### src/rtl/nand_cyc_pkg.sv
package nand_cyc_pkg;

   typedef enum logic [1:0] {
      OP_CMD   = 2'd0,
      OP_ADDR  = 2'd1,
      OP_WRITE = 2'd2,
      OP_READ  = 2'd3
   } op_e;

   typedef enum logic [2:0] {
      PH_IDLE,
      PH_SETUP,
      PH_STROBE,
      PH_HOLD,
      PH_DONE
   } phase_e;

   localparam logic [1:0] SEL_TIMING = 2'd0;
   localparam logic [1:0] SEL_CTRL   = 2'd1;
   localparam logic [1:0] SEL_STATUS = 2'd2;

endpackage

### src/rtl/nand_cyc_cfg.sv
module nand_cyc_cfg
   import nand_cyc_pkg::*;
#(
   parameter int CNT_W  = 3,
   parameter int NUM_CE = 2,
   parameter int CFG_W  = 3 * CNT_W
) (
   input  logic              clk,
   input  logic              rst_n,
   input  logic              cfg_wr,
   input  logic [1:0]        cfg_sel,
   input  logic [CFG_W-1:0]  cfg_wdata,
   output logic [CNT_W-1:0]  t_setup,
   output logic [CNT_W-1:0]  t_strobe,
   output logic [CNT_W-1:0]  t_hold,
   output logic              ctl_en,
   output logic [NUM_CE-1:0] ce_lvl,
   output logic              fall_sel,
   output logic              irq_en,
   output logic              flag_clr
);

   localparam int CE_LO   = 1;
   localparam int FALL_B  = NUM_CE + 1;
   localparam int IEN_B   = NUM_CE + 2;

   wire wr_timing = cfg_wr && (cfg_sel == SEL_TIMING);
   wire wr_ctrl   = cfg_wr && (cfg_sel == SEL_CTRL);

   always_ff @(posedge clk or negedge rst_n) begin
      if (!rst_n) begin
         t_setup  <= '0;
         t_strobe <= '0;
         t_hold   <= '0;
         ctl_en   <= 1'b0;
         ce_lvl   <= '1;
         fall_sel <= 1'b0;
         irq_en   <= 1'b0;
      end else begin
         if (wr_timing) begin
            t_setup  <= cfg_wdata[CNT_W-1:0];
            t_strobe <= cfg_wdata[2*CNT_W-1:CNT_W];
            t_hold   <= cfg_wdata[3*CNT_W-1:2*CNT_W];
         end
         if (wr_ctrl) begin
            ctl_en   <= cfg_wdata[0];
            ce_lvl   <= cfg_wdata[CE_LO +: NUM_CE];
            fall_sel <= cfg_wdata[FALL_B];
            irq_en   <= cfg_wdata[IEN_B];
         end
      end
   end

   assign flag_clr = cfg_wr && (cfg_sel == SEL_STATUS) && cfg_wdata[0];

endmodule

### src/rtl/nand_cyc_rb.sv
module nand_cyc_rb #(
   parameter int SYNC_STAGES = 2
) (
   input  logic clk,
   input  logic rst_n,
   input  logic rb_in,
   input  logic fall_sel,
   input  logic flag_clr,
   input  logic irq_en,
   output logic flag,
   output logic irq
);

   logic [SYNC_STAGES-1:0] sync_q;
   logic                   last_q;
   logic                   rb_s;

   always_ff @(posedge clk or negedge rst_n) begin
      if (!rst_n) begin
         sync_q <= '1;
         last_q <= 1'b1;
      end else begin
         sync_q <= {sync_q[SYNC_STAGES-2:0], rb_in};
         last_q <= rb_s;
      end
   end

   assign rb_s = sync_q[SYNC_STAGES-1];

   wire hit = fall_sel ? (last_q && !rb_s) : (!last_q && rb_s);

   always_ff @(posedge clk or negedge rst_n) begin
      if (!rst_n) flag <= 1'b0;
      else        flag <= (flag && !flag_clr) || hit;
   end

   assign irq = flag && irq_en;

endmodule

### src/rtl/nand_cyc_seq.sv
module nand_cyc_seq
   import nand_cyc_pkg::*;
#(
   parameter int DATA_W = 8,
   parameter int CNT_W  = 3
) (
   input  logic              clk,
   input  logic              rst_n,
   input  logic              en,
   input  logic [CNT_W-1:0]  t_setup,
   input  logic [CNT_W-1:0]  t_strobe,
   input  logic [CNT_W-1:0]  t_hold,
   input  logic              req_valid,
   input  op_e               req_kind,
   input  logic [DATA_W-1:0] req_data,
   input  logic [DATA_W-1:0] dq_in,
   output logic              req_ack,
   output logic [DATA_W-1:0] ack_data,
   output logic              cle,
   output logic              ale,
   output logic              we_n,
   output logic              re_n,
   output logic [DATA_W-1:0] dq_out,
   output logic              dq_oe
);

   localparam logic [CNT_W-1:0] ONE = CNT_W'(1);

   phase_e            ph;
   op_e               op;
   logic [CNT_W-1:0]  cnt;
   logic [DATA_W-1:0] wbuf;
   logic [DATA_W-1:0] rbuf;

   wire last = (cnt == '0);

   always_ff @(posedge clk or negedge rst_n) begin
      if (!rst_n) begin
         ph   <= PH_IDLE;
         op   <= OP_CMD;
         cnt  <= '0;
         wbuf <= '0;
         rbuf <= '0;
      end else begin
         unique case (ph)
            PH_IDLE: if (en && req_valid) begin
               op   <= req_kind;
               wbuf <= req_data;
               if (t_setup != '0) begin
                  ph  <= PH_SETUP;
                  cnt <= t_setup - ONE;
               end else begin
                  ph  <= PH_STROBE;
                  cnt <= t_strobe;
               end
            end
            PH_SETUP: if (last) begin
               ph  <= PH_STROBE;
               cnt <= t_strobe;
            end else cnt <= cnt - ONE;
            PH_STROBE: if (last) begin
               ph  <= PH_HOLD;
               cnt <= t_hold;
               if (op == OP_READ) rbuf <= dq_in;
            end else cnt <= cnt - ONE;
            PH_HOLD: if (last) ph <= PH_DONE;
                     else      cnt <= cnt - ONE;
            PH_DONE: ph <= PH_IDLE;
            default: ph <= PH_IDLE;
         endcase
      end
   end

   wire busy   = (ph == PH_SETUP) || (ph == PH_STROBE) || (ph == PH_HOLD);
   wire is_rd  = (op == OP_READ);

   assign cle      = busy && (op == OP_CMD);
   assign ale      = busy && (op == OP_ADDR);
   assign we_n     = !((ph == PH_STROBE) && !is_rd);
   assign re_n     = !((ph == PH_STROBE) && is_rd);
   assign dq_oe    = busy && !is_rd;
   assign dq_out   = wbuf;
   assign req_ack  = (ph == PH_DONE);
   assign ack_data = rbuf;

endmodule

### src/rtl/nand_cycle_gen.sv
module nand_cycle_gen
   import nand_cyc_pkg::*;
#(
   parameter int DATA_W      = 8,
   parameter int CNT_W       = 3,
   parameter int NUM_CE      = 2,
   parameter int SYNC_STAGES = 2,
   parameter int CFG_W       = 3 * CNT_W
) (
   input  logic              clk,
   input  logic              rst_n,
   input  logic              cfg_wr,
   input  logic [1:0]        cfg_sel,
   input  logic [CFG_W-1:0]  cfg_wdata,
   input  logic              req_valid,
   input  logic [1:0]        req_kind,
   input  logic [DATA_W-1:0] req_data,
   output logic              req_ack,
   output logic [DATA_W-1:0] ack_data,
   output logic              nand_cle,
   output logic              nand_ale,
   output logic              nand_we_n,
   output logic              nand_re_n,
   output logic [DATA_W-1:0] dq_out,
   output logic              dq_oe,
   input  logic [DATA_W-1:0] dq_in,
   input  logic              rb_in,
   output logic [NUM_CE-1:0] nand_ce_n,
   output logic              rb_flag,
   output logic              rb_irq
);

   if (CNT_W < 1 || CNT_W > 8) begin : g_bad_cnt
      $error("CNT_W must lie in 1..8");
   end
   if (SYNC_STAGES < 2) begin : g_bad_sync
      $error("SYNC_STAGES must be at least 2");
   end
   if (NUM_CE < 1 || NUM_CE + 3 > CFG_W) begin : g_bad_ce
      $error("NUM_CE does not fit the control register");
   end
   if (CFG_W != 3 * CNT_W) begin : g_bad_cfg
      $error("CFG_W must equal three timing fields");
   end

   logic [CNT_W-1:0]  t_setup, t_strobe, t_hold;
   logic              ctl_en, fall_sel, irq_en, flag_clr;
   logic [NUM_CE-1:0] ce_lvl;

   nand_cyc_cfg #(.CNT_W(CNT_W), .NUM_CE(NUM_CE), .CFG_W(CFG_W)) u_cfg (
      .clk(clk), .rst_n(rst_n), .cfg_wr(cfg_wr), .cfg_sel(cfg_sel),
      .cfg_wdata(cfg_wdata), .t_setup(t_setup), .t_strobe(t_strobe),
      .t_hold(t_hold), .ctl_en(ctl_en), .ce_lvl(ce_lvl),
      .fall_sel(fall_sel), .irq_en(irq_en), .flag_clr(flag_clr)
   );

   nand_cyc_seq #(.DATA_W(DATA_W), .CNT_W(CNT_W)) u_seq (
      .clk(clk), .rst_n(rst_n), .en(ctl_en), .t_setup(t_setup),
      .t_strobe(t_strobe), .t_hold(t_hold), .req_valid(req_valid),
      .req_kind(op_e'(req_kind)), .req_data(req_data), .dq_in(dq_in),
      .req_ack(req_ack), .ack_data(ack_data), .cle(nand_cle),
      .ale(nand_ale), .we_n(nand_we_n), .re_n(nand_re_n),
      .dq_out(dq_out), .dq_oe(dq_oe)
   );

   nand_cyc_rb #(.SYNC_STAGES(SYNC_STAGES)) u_rb (
      .clk(clk), .rst_n(rst_n), .rb_in(rb_in), .fall_sel(fall_sel),
      .flag_clr(flag_clr), .irq_en(irq_en), .flag(rb_flag), .irq(rb_irq)
   );

   for (genvar i = 0; i < NUM_CE; i++) begin : g_ce
      assign nand_ce_n[i] = ce_lvl[i];
   end

endmodule

### config.mk
export PLATFORM = sky130hd
export DESIGN_NAME = nand_cycle_gen
export DESIGN_NICKNAME = d
export VERILOG_FILES = /design/src/rtl/nand_cyc_pkg.sv /design/src/rtl/nand_cyc_cfg.sv /design/src/rtl/nand_cyc_rb.sv /design/src/rtl/nand_cyc_seq.sv /design/src/rtl/nand_cycle_gen.sv
export SDC_FILE = /design/constraint.sdc
export NUM_CORES = 1
export LEC_CHECK = 0
export BUFFER_PORTS_ARGS = -buffer_cell sky130_fd_sc_hd__clkbuf_2
export CORE_MARGIN = 8
export CORE_UTILIZATION = 38
export CTS_CLUSTER_SIZE = 20
export DETAILED_ROUTE_END_ITERATION = 10
export PLACE_DENSITY = 0.66
export SYNTH_ARGS = -nofsm -noshare
export SYNTH_HDL_FRONTEND = slang
export SYNTH_SLANG_ARGS = --single-unit
### constraint.sdc
create_clock -name clk -period 3.75 [get_ports clk]
set_input_delay 0.1875 -clock clk [delete_from_list [all_inputs] [get_ports clk]]
set_output_delay 0.1875 -clock clk [all_outputs]
set_load 0.01 [all_outputs]
# Yosys cells after proc, flatten, opt, wreduce, memory -nomap -nowiden
# Index checks and enable logic that the tools add are counted.
# totals
reg_bits	42
latch_bits	0
mem_bits_rw	0
rom_bits	0
in_bits	34
out_inout_bits	26
word_cells	76
n_memories	0
# op_classes
add_sub_neg	2
multipliers	0
n_div	0
n_lt_le_gt_ge	0
eq_ne	13
shifts	0
muxes	13
bitwise_logic	0
reduce_logical	33
# op_table
operator	n
$mux 3	9
$pmux 3 s4	2
$logic_and 1x1->1	14
$ne 2x1->1 const B	4
$eq 3x2->1 const B	2
$logic_not 1->1	6
$logic_not 3->1	2
$reduce_and 3->1	2
$sub 3x1->3 const B	2
$eq 2x1->1 const B	2
$eq 2x2->1 const B	2
$logic_not 2->1	2
$reduce_and 4->1	1
$reduce_bool 4->1	1
$eq 3x1->1 const B	1
$eq 3x3->1 const B	1
$logic_or 1x1->1	3
$reduce_bool 3->1	1
$mux 2	1
$ne 2x2->1 const B	1
$reduce_and 2->1	1
$mux 1	1

# Longest topological paths before layout
# Gate-level depths: netlist (run 1).
# depth
word_depth	6
depth_mapped	6
mapped_depth_nobuf	6

# By module
# From an unflattened synthesis (run 1), not the netlist that was laid out.
# unflattened
hier_cells	154
area_unflattened_um2	1980.6
# by_module_without_submodules
module	instances	cells_each	area_each_um2	seq_area_each_um2
nand_cyc_seq	1	113	1285.0	600.6
nand_cyc_cfg	1	32	553.0	352.8
nand_cyc_rb	1	9	142.6	103.8

# Worst setup path before layout (run 1)
# OpenSTA, ideal clock, no wires.
# synth_timing
kind	reg-to-reg
startpoint	register u_seq.cnt[0]
endpoint	register u_seq.cnt[2]
setup_time_ns	0.124
arrival_time_ns	1.467
required_ns	3.626
path_slack_ns	2.159
path_stages_with_launch	7
path_buffers	0
synth_period_minus_slack_ns	1.591
path_cell_list	dfrtp_1 > inv_1 > ha_1 > and3b_1 > a221oi_2 > nor2b_1 > a211o_1
# synth_via
elab_chain_cells	3
word_cells_on_any_way	8
classes_between	1 x add/sub; 1 x eq/ne; 4 x mux; 2 x reduce/logical
# synth_lines
element	line_no	source
start, declared	nand_cyc_seq.sv:31	logic [CNT_W-1:0] cnt;
start signal, assigned	nand_cyc_seq.sv:51	cnt <= t_setup - ONE;
start signal, assigned	nand_cyc_seq.sv:54	cnt <= t_strobe;
start signal, assigned	nand_cyc_seq.sv:59	cnt <= t_strobe;
$sub 3x1->3 / $logic_not 3->1 (equally long branches)	-	
$mux 3 (tied with other cells)	nand_cyc_seq.sv:66	PH_HOLD: if (last) ph <= PH_DONE;
$pmux 3 s4 / $reduce_and 3->1 (equally long branches)	-	
# Several ways; a longest one is shown, not always the timed one. The select of a mux whose other input is x is not followed.
# A chain may end at the register's enable or synchronous reset.

# Worst setup path in the final report (run 1)
# layout_timing
startpoint	register u_seq.ph[0]
endpoint	output port nand_ale
# layout_via
elab_chain_cells	4
word_cells_on_any_way	6
classes_between	3 x eq/ne; 3 x reduce/logical
# layout_lines
element	line_no	source
start, declared	nand_cyc_seq.sv:29	phase_e ph;
start signal, assigned	nand_cyc_seq.sv:39	ph <= PH_IDLE;
start signal, assigned	nand_cyc_seq.sv:50	ph <= PH_SETUP;
start signal, assigned	nand_cyc_seq.sv:53	ph <= PH_STROBE;
$eq 3x1->1 / $eq 3x2->1 (equally long branches)	nand_cyc_seq.sv:74	wire busy = (ph == PH_SETUP) || (ph == PH_STROBE) || (ph == PH_HOLD);
$logic_or 1x1->1	nand_cyc_seq.sv:74	
$logic_or 1x1->1 *	nand_cyc_seq.sv:74	
$logic_and 1x1->1 *	nand_cyc_seq.sv:78	assign ale = busy && (op == OP_ADDR);
end, declared	nand_cycle_gen.sv:21	output logic nand_ale,
# Mark *: on every way between the ends. The rest lies on a longest branch, timed or not.

==> flow_metrics.env, run 1 <==
export IMPL_ratio_of_cells_with_drive_above_1_in_the_final_layout_pct=49.1
export IMPL_maxClockFrequency_ghz=0.504
export IMPL_remaining_drc_errors=0
export IMPL_initial_drt_markers=90
export IMPL_power_switching_uw=660
export IMPL_yosys_area_share_adder_pct=2.96
export IMPL_post_cts_repair_timing_setup_buffer_count=0
export IMPL_p_leak_nw=1.18
export IMPL_worst_skew_pair_late_latency_ps=290
export IMPL_crit_path_start_kind="flop"
export IMPL_fin_crit_ps=1990
export IMPL_detail_route_wl_per_cell_um=14.9
export IMPL_tritoncts="done"
export IMPL_port_buffer_count=59
export IMPL_area_growth_synth_to_final_pct=23.4
export IMPL_drt_pass1_iter_count=4
export IMPL_register_clock_pin_slew_on_the_reported_worst_setup_and_hold_paths_ps=80
export IMPL_detail_route_vias_per_cell=4.89
export IMPL_antennaDiodeCount=0
export IMPL_ys_seq_elements=42
export IMPL_setup_crit_end_kind="output port"
export IMPL_antenna_left=0
export IMPL_postSynthAreaPerCell_sq_um=12.8
export IMPL_timing_setup_critical_path_class="reg -> out"
export IMPL_postSynth_asyncResetShare_pct=100
export IMPL_report_power_total_mw=1.85
export IMPL_ys_types=39
export IMPL_arrival_ps=1800
export IMPL_core_area_sq_um=5140
export IMPL_initial_utilization_pct=39.4
export IMPL_synth_warnings=0
export IMPL_cp_max_fo=18
export IMPL_maxSlewViolCount=0
export IMPL_yosys_top_cells_count="sky130_fd_sc_hd__dfrtp_1 (37), sky130_fd_sc_hd__mux2_2 (24), sky130_fd_sc_hd__nand2_1 (9)"
export IMPL_htree_num_levels=2
export IMPL_dieArea_sq_um=7920
export IMPL_fin_worst_skew_ps=5.21
export IMPL_synthXorXnorAreaFrac_pct=0.432
export IMPL_grt_antenna_before_repair=0
export IMPL_clock_buffers_created_by_tritoncts=5
export IMPL_die_x_um=89.0
export IMPL_post_synth_and_or_nand_nor_area_fraction_pct=14.5
export IMPL_grt_pass1_wl_um=7280
export IMPL_finalHoldViolCount=0
export IMPL_sequentialPowerShare_pct=42.3
export IMPL_via_count=1428
export IMPL_number_of_global_route_vias_before_repair=1516
export IMPL_synth_top_family_by_area="multiplexers"
export IMPL_fin_util_pct=48.6
export IMPL_detailedPlacementHpwl_um=3280
export IMPL_netlist_top_cells_area="sky130_fd_sc_hd__dfrtp_1 (46%), sky130_fd_sc_hd__mux2_2 (13%), sky130_fd_sc_hd__dfstp_2 (6.5%)"
export IMPL_clock_path_buffers=2
export IMPL_cts_sink_count=42
export IMPL_layout_nets=259
export IMPL_ir_drop_uv=311
export IMPL_cap_viol_max_count=0
export IMPL_synth_most_common_cell="sky130_fd_sc_hd__dfrtp_1"
export IMPL_internal_power_mw=1.19
export IMPL_timing_slew_headroom_pct=31.1
export IMPL_power_clock_fraction_pct=19.1
export IMPL_power_frac_comb_pct=38.6
export IMPL_synth_compound_gate_area_share_pct=7.60
export IMPL_grt_start_max_net_pins=43
export IMPL_grt_overflow_total=0
export IMPL_power_per_cell_area_nw_per_um2=740
export IMPL_cts_root_buf="sky130_fd_sc_hd__clkbuf_8"
export IMPL_status="finished, final reports clean"
export IMPL_synthDominantAreaCellType="sky130_fd_sc_hd__dfrtp_1"
export IMPL_synthCells=158
export IMPL_totalWireLength_um=4350
export IMPL_io_pin_count=60
export IMPL_grt_setup_unrepaired="false"
export IMPL_power_switching_share_pct=35.7
export IMPL_final_period_utilization_pct=52.9
export IMPL_synth_sequential_area_ratio_pct=52.2
export IMPL_tns_ps=0
export IMPL_core_rowCount=26
export IMPL_synth_area_sq_um=2030
export IMPL_hold_class="in -> async"
export IMPL_worst_ep_required_time_ps=3560
export IMPL_yosysTopAreaCellShare_pct=45.7
export IMPL_die_h_um=89.0
export IMPL_finalWeightedCongestion=0.744
export IMPL_synth_edff_count=0
export IMPL_grtUsageTotal_pct=11.8
export IMPL_max_slew_worst_pin_slew_ps=1030
export IMPL_post_synth_mux_area_share_pct=19.3
export IMPL_mappedNetlistNets=196
export IMPL_setup_viol_count_final=0
export IMPL_postSynth_topFlopCell="sky130_fd_sc_hd__dfrtp_1"
## final timing paths
path / slack, ps / depth (start not counted) / start / end
setup / recovery: 1760 / 3 / u_seq.ph[0]$_DFFE_PN0P_ / nand_ale
hold / removal: 60 / 1 / rst_n / u_cfg.irq_en$_DFFE_PN0P_
setup reg to reg: 1890 / 4 / u_seq.ph[0]$_DFFE_PN0P_ / u_seq.cnt[2]$_DFFE_PN0P_
hold reg to reg: 360 / 0 / u_rb.sync_q[0]$_DFF_PN1_ / u_rb.sync_q[1]$_DFF_PN1_
max in group asynchronous: 3050 / 1 / rst_n / u_seq.op[0]$_DFFE_PN0P_
min in group clk: 120 / 3 / cfg_wdata[1] / u_cfg.t_setup[1]$_DFFE_PN0P_
## power by group through the flow
| stage | combinational (mW) | clock, mW | sequential [mW] |
|---|---|---|---|
| 2_1_floorplan | 0.511 | 0 | 0.762 |
| 3_3_place_gp | 0.708 | 0 | 0.781 |
| 3_5_place_dp | 0.724 | 0 | 0.788 |
| 4_1_cts | 0.728 | 0.365 | 0.783 |
| 5_1_grt | 0.794 | 0.385 | 0.812 |
| 6_report | 0.714 | 0.354 | 0.782 |
## cells in the final DEF, fill, tap and decap left out, types with 2 or more instances in the layout
cell type                   count
sky130_fd_sc_hd__clkbuf_2      59
sky130_fd_sc_hd__dfrtp_1       37
sky130_fd_sc_hd__mux2_2        24
sky130_fd_sc_hd__nand2_1        9
sky130_fd_sc_hd__inv_1          8
sky130_fd_sc_hd__nor2_1         8
sky130_fd_sc_hd__mux2_4         8
sky130_fd_sc_hd__a21oi_1        6
sky130_fd_sc_hd__nand3b_1       5
sky130_fd_sc_hd__clkbuf_8       5
sky130_fd_sc_hd__dfstp_2        5
sky130_fd_sc_hd__nor3_1         4
sky130_fd_sc_hd__ha_1           4
sky130_fd_sc_hd__nor3b_1        3
sky130_fd_sc_hd__a31oi_1        3
sky130_fd_sc_hd__o21ai_0        3
sky130_fd_sc_hd__and3b_1        2
sky130_fd_sc_hd__nand2b_1       2
sky130_fd_sc_hd__nor2b_1        2
sky130_fd_sc_hd__o2111ai_1      2
sky130_fd_sc_hd__a211oi_1       2
sky130_fd_sc_hd__clkbuf_1       2
## per-layer routing
layer,vias up,share of wire [%],GRT usage [%]
met2,30,51,19.1
met5,-,0,0
li1,686,-,-
met4,0,1.3,4.08
met1,706,45,14.5
met3,6,3.3,3.68
## metrics by stage
| step | area, sq um | setup slack, ps | cells | hold WS [ps] |
|---|---|---|---|---|
| 2_1_floorplan | 2030 | 2160 | 158 | -108 |
| 3_3_place_gp | 2380 | 1920 | 283 | 276 |
| 3_5_place_dp | 2380 | 1890 | 283 | 277 |
| 4_1_cts | 2500 | 1750 | 292 | 100 |
| 5_1_grt | 2500 | 1640 | 292 | 102 |
| 6_report | 2500 | 1760 | 292 | 63.5 |
## critical path, stage by stage, from the launching register on
cell                       delay [ps]
sky130_fd_sc_hd__dfrtp_1          760
sky130_fd_sc_hd__o21bai_1         320
sky130_fd_sc_hd__nor3b_1          260
sky130_fd_sc_hd__clkbuf_2         170
## final cells by class
class / count / area [sq um]
sequential: 42 / 1060
clock inverter: 1 / 30.0
multi-input combinational: 103 / 906
tap: 70 / 87.6
timing repair buffer: 61 / 313
clock buffer: 7 / 76.3
fill: 508 / 2640
inverter: 8 / 30.0
## registers in the layout, summed over array words and instances (netlist names)
name and flops:
u_cfg.t_strobe 3, u_seq.dq_out 8, u_cfg.fall_sel 1, u_rb.sync_q 2, u_cfg.ctl_en 1, u_cfg.t_setup 3, u_seq.cnt 3, u_rb.flag 1
u_cfg.t_hold 3, u_cfg.ce_lvl 2, u_cfg.irq_en 1, u_seq.ph 3, u_seq.op 2, u_rb.last_q 1, u_seq.ack_data 8
## repair_timing
| item | 4_1_cts | 5_1_grt |
|---|---|---|
| hold buffers | 1 | 0 |
| endpoints found under the hold margin | 1 | 0 |
| gates resized for setup | 0 | 0 |
| setup endpoints to repair | 0 | 0 |
## kinds of logic (layout without fill, tap and decap cells)
kind of cell,after synthesis,in the layout
and+or+nand+nor,43,43
DFF,42,42
muxes,32,32
AOI/OAI and AO/OA,22,22
buffers and inverters,13,77
adders and majority gates,5,5
xor gates and xnor gates,1,1
(Power assumes the default switching activity.)
==> run 2: changes to the inputs <==
- PLACE_DENSITY: 0.66 -> 0.68
- clock period: 3.75 -> 1.8 ns (I/O delays scaled with it)
==> flow_metrics.env, run 2 (synthesis gave the netlist of run 1 again) <==
export IMPL_layout_nets=266
export IMPL_cap_viol_max_count=0
export IMPL_reg2reg_to="u_seq.cnt[2]$_DFFE_PN0P_"
export IMPL_core_rowCount=26
export IMPL_clock_path_buffers=2
export IMPL_totalWireLength_um=4350
export IMPL_clock_buffers_created_by_tritoncts=5
export IMPL_port_buffer_count=59
export IMPL_hp_start="cfg_wdata[1]"
export IMPL_setup_ws_ps=87.2
export IMPL_tritoncts="done"
export IMPL_mostFrequentLayoutCells="sky130_fd_sc_hd__clkbuf_2 (59), sky130_fd_sc_hd__dfrtp_1 (37), sky130_fd_sc_hd__mux2_2 (24)"
export IMPL_place_area_sq_um=2440
export IMPL_hold_class="in -> reg"
export IMPL_htree_num_levels=2
export IMPL_grt_setup_unrepaired="false"
export IMPL_antennaDiodeCount=0
export IMPL_mostFrequentLayoutCell="sky130_fd_sc_hd__clkbuf_2"
export IMPL_r2r_cells=6
export IMPL_die_h_um=89.0
export IMPL_maxSlewViolCount=0
export IMPL_power_per_cell_area_nw_per_um2=1490
export IMPL_cp_max_fo=4
export IMPL_max_slew_worst_pin_slew_ps=552
export IMPL_worst_ep_required_time_ps=1980
export IMPL_io_pin_count=60
export IMPL_status="finished, final reports clean"
export IMPL_timing_hold_worst_endpoint="u_cfg.t_setup[1]$_DFFE_PN0P_"
export IMPL_min_path_cells=3
export IMPL_critPathMaxStageDelay_ps=360
export IMPL_antenna_left=0
export IMPL_fin_util_pct=49.8
export IMPL_r2r_startpoint="u_cfg.t_setup[0]$_DFFE_PN0P_"
export IMPL_final_seq_area_sq_um=1060
export IMPL_placed_cells_incl_taps=289
export IMPL_via_count=1439
export IMPL_ir_drop_uv=728
export IMPL_post_cts_repair_timing_setup_buffer_count=0
export IMPL_initial_utilization_pct=39.4
export IMPL_number_of_global_route_vias_before_repair=1607
export IMPL_fin_worst_skew_ps=8.45
export IMPL_fin_area_sq_um=2560
export IMPL_finalHoldViolCount=0
export IMPL_cts_root_buf="sky130_fd_sc_hd__clkbuf_8"
export IMPL_multi_input_comb_area_sq_um=912
export IMPL_initial_drt_markers=66
export IMPL_cpMaxStageDelayCell="sky130_fd_sc_hd__dfrtp_1"
export IMPL_final_period_utilization_pct=95.2
export IMPL_setup_crit_end_kind="flop"
export IMPL_timing_setup_critical_path_class="reg -> reg"
export IMPL_post_place_ws_ps=119
export IMPL_finalWeightedCongestion=0.832
export IMPL_remaining_drc_errors=0
export IMPL_filler_cell_count=501
export IMPL_report_power_total_mw=3.82
export IMPL_timing_slew_headroom_pct=63.2
export IMPL_grt_start_max_net_pins=23
export IMPL_fin_crit_ps=1710
export IMPL_maxClockFrequency_ghz=0.584
export IMPL_die_x_um=89.0
export IMPL_grt_overflow_total=0
export IMPL_final_hold_worst_slack_ps=19.6
export IMPL_grt_antenna_before_repair=0
export IMPL_tns_ps=0
export IMPL_crit_path_cell_trace="inv_1 -> ha_2 -> mux2_2 -> o211ai_1 -> o21ai_1 -> a211o_1"
export IMPL_grtUsageTotal_pct=11.9
export IMPL_reg2reg_setup_slack_ps=90
export IMPL_dieArea_sq_um=7920
export IMPL_detail_route_wl_per_cell_um=14.6
export IMPL_setup_viol_count_final=0
export IMPL_detailedPlacementHpwl_um=3410
export IMPL_detail_route_vias_per_cell=4.81
export IMPL_cts_sink_count=42
export IMPL_crit_path_start_kind="flop"
export IMPL_core_area_sq_um=5140
export IMPL_worst_skew_pair_late_latency_ps=290
export IMPL_grt_pass1_wl_um=7340
export IMPL_arrival_ps=1890
export IMPL_p_leak_nw=1.22
export IMPL_drt_pass1_iter_count=4
export IMPL_register_clock_pin_slew_on_the_reported_worst_setup_and_hold_paths_ps=80
export IMPL_area_growth_synth_to_final_pct=26.3
export IMPL_finalNonFillerCells=299
export IMPL_ratio_of_cells_with_drive_above_1_in_the_final_layout_pct=51.5
run 2: cell count changes in the layout (fill, tap and decap cells not counted), sizes merged:
cell / change
clkinv: +1
bufinv: -1
dlygate4sd3: +1
buf: +6
run 2: worst max path at each step:
stage               slack, ps                       end                          from
CTS                        50                  nand_ale       u_seq.ph[0]$_DFFE_PN0P_
detailed placement        120  u_seq.cnt[2]$_DFFE_PN0P_  u_cfg.t_setup[0]$_DFFE_PN0P_
finish                     90  u_seq.cnt[2]$_DFFE_PN0P_  u_cfg.t_setup[0]$_DFFE_PN0P_
global placement          180  u_seq.cnt[2]$_DFFE_PN0P_  u_cfg.t_setup[0]$_DFFE_PN0P_
global route               10  u_seq.cnt[2]$_DFFE_PN0P_  u_cfg.t_setup[0]$_DFFE_PN0P_
floorplan                 210  u_seq.cnt[2]$_DFFE_PN0P_      u_seq.cnt[0]$_DFFE_PN0P_
run 2: routing by layer:
layer / vias up / GRT usage [%] / wire (um)
met5: - / 0 / 0
met4: 0 / 4.53 / 68
met3: 5 / 3.03 / 124
met2: 22 / 20.1 / 2310
met1: 709 / 14.2 / 1850
li1: 703 / - / -
run 2: repair_timing:
item	CTS	global route
endpoints found under the hold margin	19	0
hold buffers	2	0
setup endpoints to repair	0	4
gates resized for setup	0	3
run 2: area by class of cell:
type | instances | share of cell area, %
Multi-Input combinational cell | 103 | 35.6
Inverter | 8 | 1.17
Tap cell | 70 | 3.42
Timing Repair Buffer | 68 | 14.9
Sequential cell | 42 | 41.3
Clock buffer | 7 | 3.37
Clock inverter | 1 | 0.196
run 2: power breakdown:
| part | internal, mW | switching [mW] | total [mW] |
|---|---|---|---|
| clock network | 0.310 | 0.313 | 0.623 |
| registers | 1.29 | 0.236 | 1.52 |
| logic | 0.847 | 0.833 | 1.68 |
| total | 2.44 | 1.38 | 3.82 |
run 2: worst max-delay path, delay by kind of cell (launching register included):
family	cells	cell delay (ps)
buffers and inverters	1	120
AOI/OAI and AO/OA	3	570
adders and majority gates	1	210
muxes	1	330
DFF	1	360
==> run 3: changes to the inputs <==
- CELL_PAD_IN_SITES_DETAIL_PLACEMENT: unset -> 0
- CELL_PAD_IN_SITES_GLOBAL_PLACEMENT: unset -> 1
- CORE_UTILIZATION: 38 -> 36
- PLACE_DENSITY: 0.68 -> 0.79
==> flow_metrics.env, run 3 (synthesis gave the netlist of run 1 again) <==
export IMPL_status="finished, final reports clean"
export IMPL_detailedPlacementHpwl_um=3370
export IMPL_fin_area_sq_um=2550
export IMPL_maxSlewViolCount=0
export IMPL_setup_viol_count_final=0
export IMPL_power_switching_share_pct=36.2
export IMPL_layout_nets=267
export IMPL_finalNonFillerCells=302
export IMPL_antenna_left=0
export IMPL_filler_cell_count=525
export IMPL_ir_drop_uv=836
export IMPL_max_slew_worst_pin_slew_ps=408
export IMPL_power_switching_mw=1.37
export IMPL_timing_slew_headroom_pct=72.8
export IMPL_number_of_global_route_vias_before_repair=1587
export IMPL_cap_viol_max_count=0
export IMPL_ratio_of_cells_with_drive_above_1_in_the_final_layout_pct=50.9
export IMPL_die_h_um=91.0
export IMPL_cp_max_fo=4
export IMPL_final_seq_area_sq_um=1060
export IMPL_power_per_cell_area_nw_per_um2=1480
export IMPL_arrival_ps=1870
export IMPL_dieArea_sq_um=8280
export IMPL_power_frac_comb_pct=43.8
export IMPL_post_cts_repair_timing_setup_buffer_count=0
export IMPL_setup_crit_end_kind="flop"
export IMPL_fin_crit_ps=1690
export IMPL_via_count=1414
export IMPL_die_x_um=91.0
export IMPL_grt_setup_unrepaired="false"
export IMPL_grtUsageTotal_pct=11.1
export IMPL_final_period_utilization_pct=94.2
export IMPL_maxClockFrequency_ghz=0.590
export IMPL_cts_root_buf="sky130_fd_sc_hd__clkbuf_8"
export IMPL_remaining_drc_errors=0
export IMPL_timing_setup_critical_path_class="reg -> reg"
export IMPL_sequentialPowerShare_pct=40.8
export IMPL_port_buffer_count=59
export IMPL_p_leak_nw=1.22
export IMPL_htree_num_levels=2
export IMPL_grt_antenna_before_repair=0
export IMPL_finalWeightedCongestion=0.789
export IMPL_mostFrequentLayoutCells="sky130_fd_sc_hd__clkbuf_2 (59), sky130_fd_sc_hd__dfrtp_1 (37), sky130_fd_sc_hd__mux2_2 (24)"
export IMPL_antennaDiodeCount=0
export IMPL_crit_path_start_kind="flop"
export IMPL_place_area_sq_um=2430
export IMPL_fin_util_pct=46.6
export IMPL_area_growth_synth_to_final_pct=25.9
export IMPL_tns_ps=0
export IMPL_initial_drt_markers=44
export IMPL_tritoncts="done"
export IMPL_worst_ep_required_time_ps=1980
export IMPL_fin_worst_skew_ps=8.51
export IMPL_report_power_total_mw=3.78
export IMPL_clock_buffers_created_by_tritoncts=5
export IMPL_totalWireLength_um=4240
export IMPL_grt_overflow_total=0
export IMPL_reg2reg_setup_slack_ps=110
export IMPL_multi_input_comb_area_sq_um=910
export IMPL_cts_sink_count=42
export IMPL_grt_pass1_wl_um=7470
export IMPL_register_clock_pin_slew_on_the_reported_worst_setup_and_hold_paths_ps=80
export IMPL_grt_start_max_net_pins=27
export IMPL_detail_route_vias_per_cell=4.68
export IMPL_worst_skew_pair_late_latency_ps=290
export IMPL_hold_class="in -> reg"
export IMPL_final_hold_worst_slack_ps=26.2
export IMPL_internal_power_mw=2.41
export IMPL_io_pin_count=60
export IMPL_mostFrequentLayoutCell="sky130_fd_sc_hd__clkbuf_2"
export IMPL_detail_route_wl_per_cell_um=14.0
export IMPL_setup_ws_ps=105
export IMPL_core_rowCount=27
export IMPL_initial_utilization_pct=37.0
export IMPL_power_clock_fraction_pct=15.4
export IMPL_core_area_sq_um=5470
export IMPL_post_place_ws_ps=118
export IMPL_finalHoldViolCount=0
export IMPL_clock_path_buffers=2
export IMPL_drt_pass1_iter_count=4
export IMPL_placed_cells_incl_taps=291
[run 3: path summary, 6_finish.rpt]
kind / start / end / cells after the start
max: u_cfg.t_setup[0]$_DFFE_PN0P_ / u_seq.cnt[2]$_DFFE_PN0P_ / 6
min: dq_in[7] / u_seq.ack_data[7]$_DFFE_PN0P_ / 2
max reg2reg: u_cfg.t_setup[0]$_DFFE_PN0P_ / u_seq.cnt[2]$_DFFE_PN0P_ / 6
min reg2reg: u_rb.sync_q[0]$_DFF_PN1_ / u_rb.sync_q[1]$_DFF_PN1_ / 0
max in group asynchronous: rst_n / u_seq.dq_out[5]$_DFFE_PN0P_ / 3
min in group asynchronous: rst_n / u_cfg.t_setup[2]$_DFFE_PN0P_ / 2
[run 3: worst max-delay path, cell delays in order (launching register included)]
cell and delay (ps):
sky130_fd_sc_hd__dfrtp_1 370, sky130_fd_sc_hd__inv_1 110, sky130_fd_sc_hd__ha_1 210, sky130_fd_sc_hd__mux2_2 340
sky130_fd_sc_hd__o211ai_1 140, sky130_fd_sc_hd__o21ai_0 100, sky130_fd_sc_hd__a211o_1 300
[run 3: area by class of cell]
type,instances,share of cell area [%]
multi-input cells,103,35.7
repair buffers,69,14.8
well taps,72,3.53
inverters,8,1.18
clock inverters,2,0.539
flip-flops and latches,42,41.4
clock buffers,6,2.84
[run 3: power groups by stage]
stage	Combinational, mW	Clock, mW	Sequential (mW)
floorplan	1.06	0	1.59
global placement	1.65	0	1.55
detailed placement	1.68	0	1.55
CTS	1.68	0.609	1.55
global route	1.84	0.657	1.60
finish	1.66	0.583	1.54
[run 3: repair_timing]
item                       in CTS  in global routing
setup endpoints to repair       0                  2
gates resized for setup         0                  1
hold endpoints to repair       12                  1
hold buffers                    2                  1
[run 3: metal layers]
metal	part of all wire, %	global-route usage, %	vias up
met5	0	0	-
met4	1.3	3.68	0
met3	4.3	3.54	5
met2	50	18.6	31
met1	44	13.0	677
li1	-	-	701
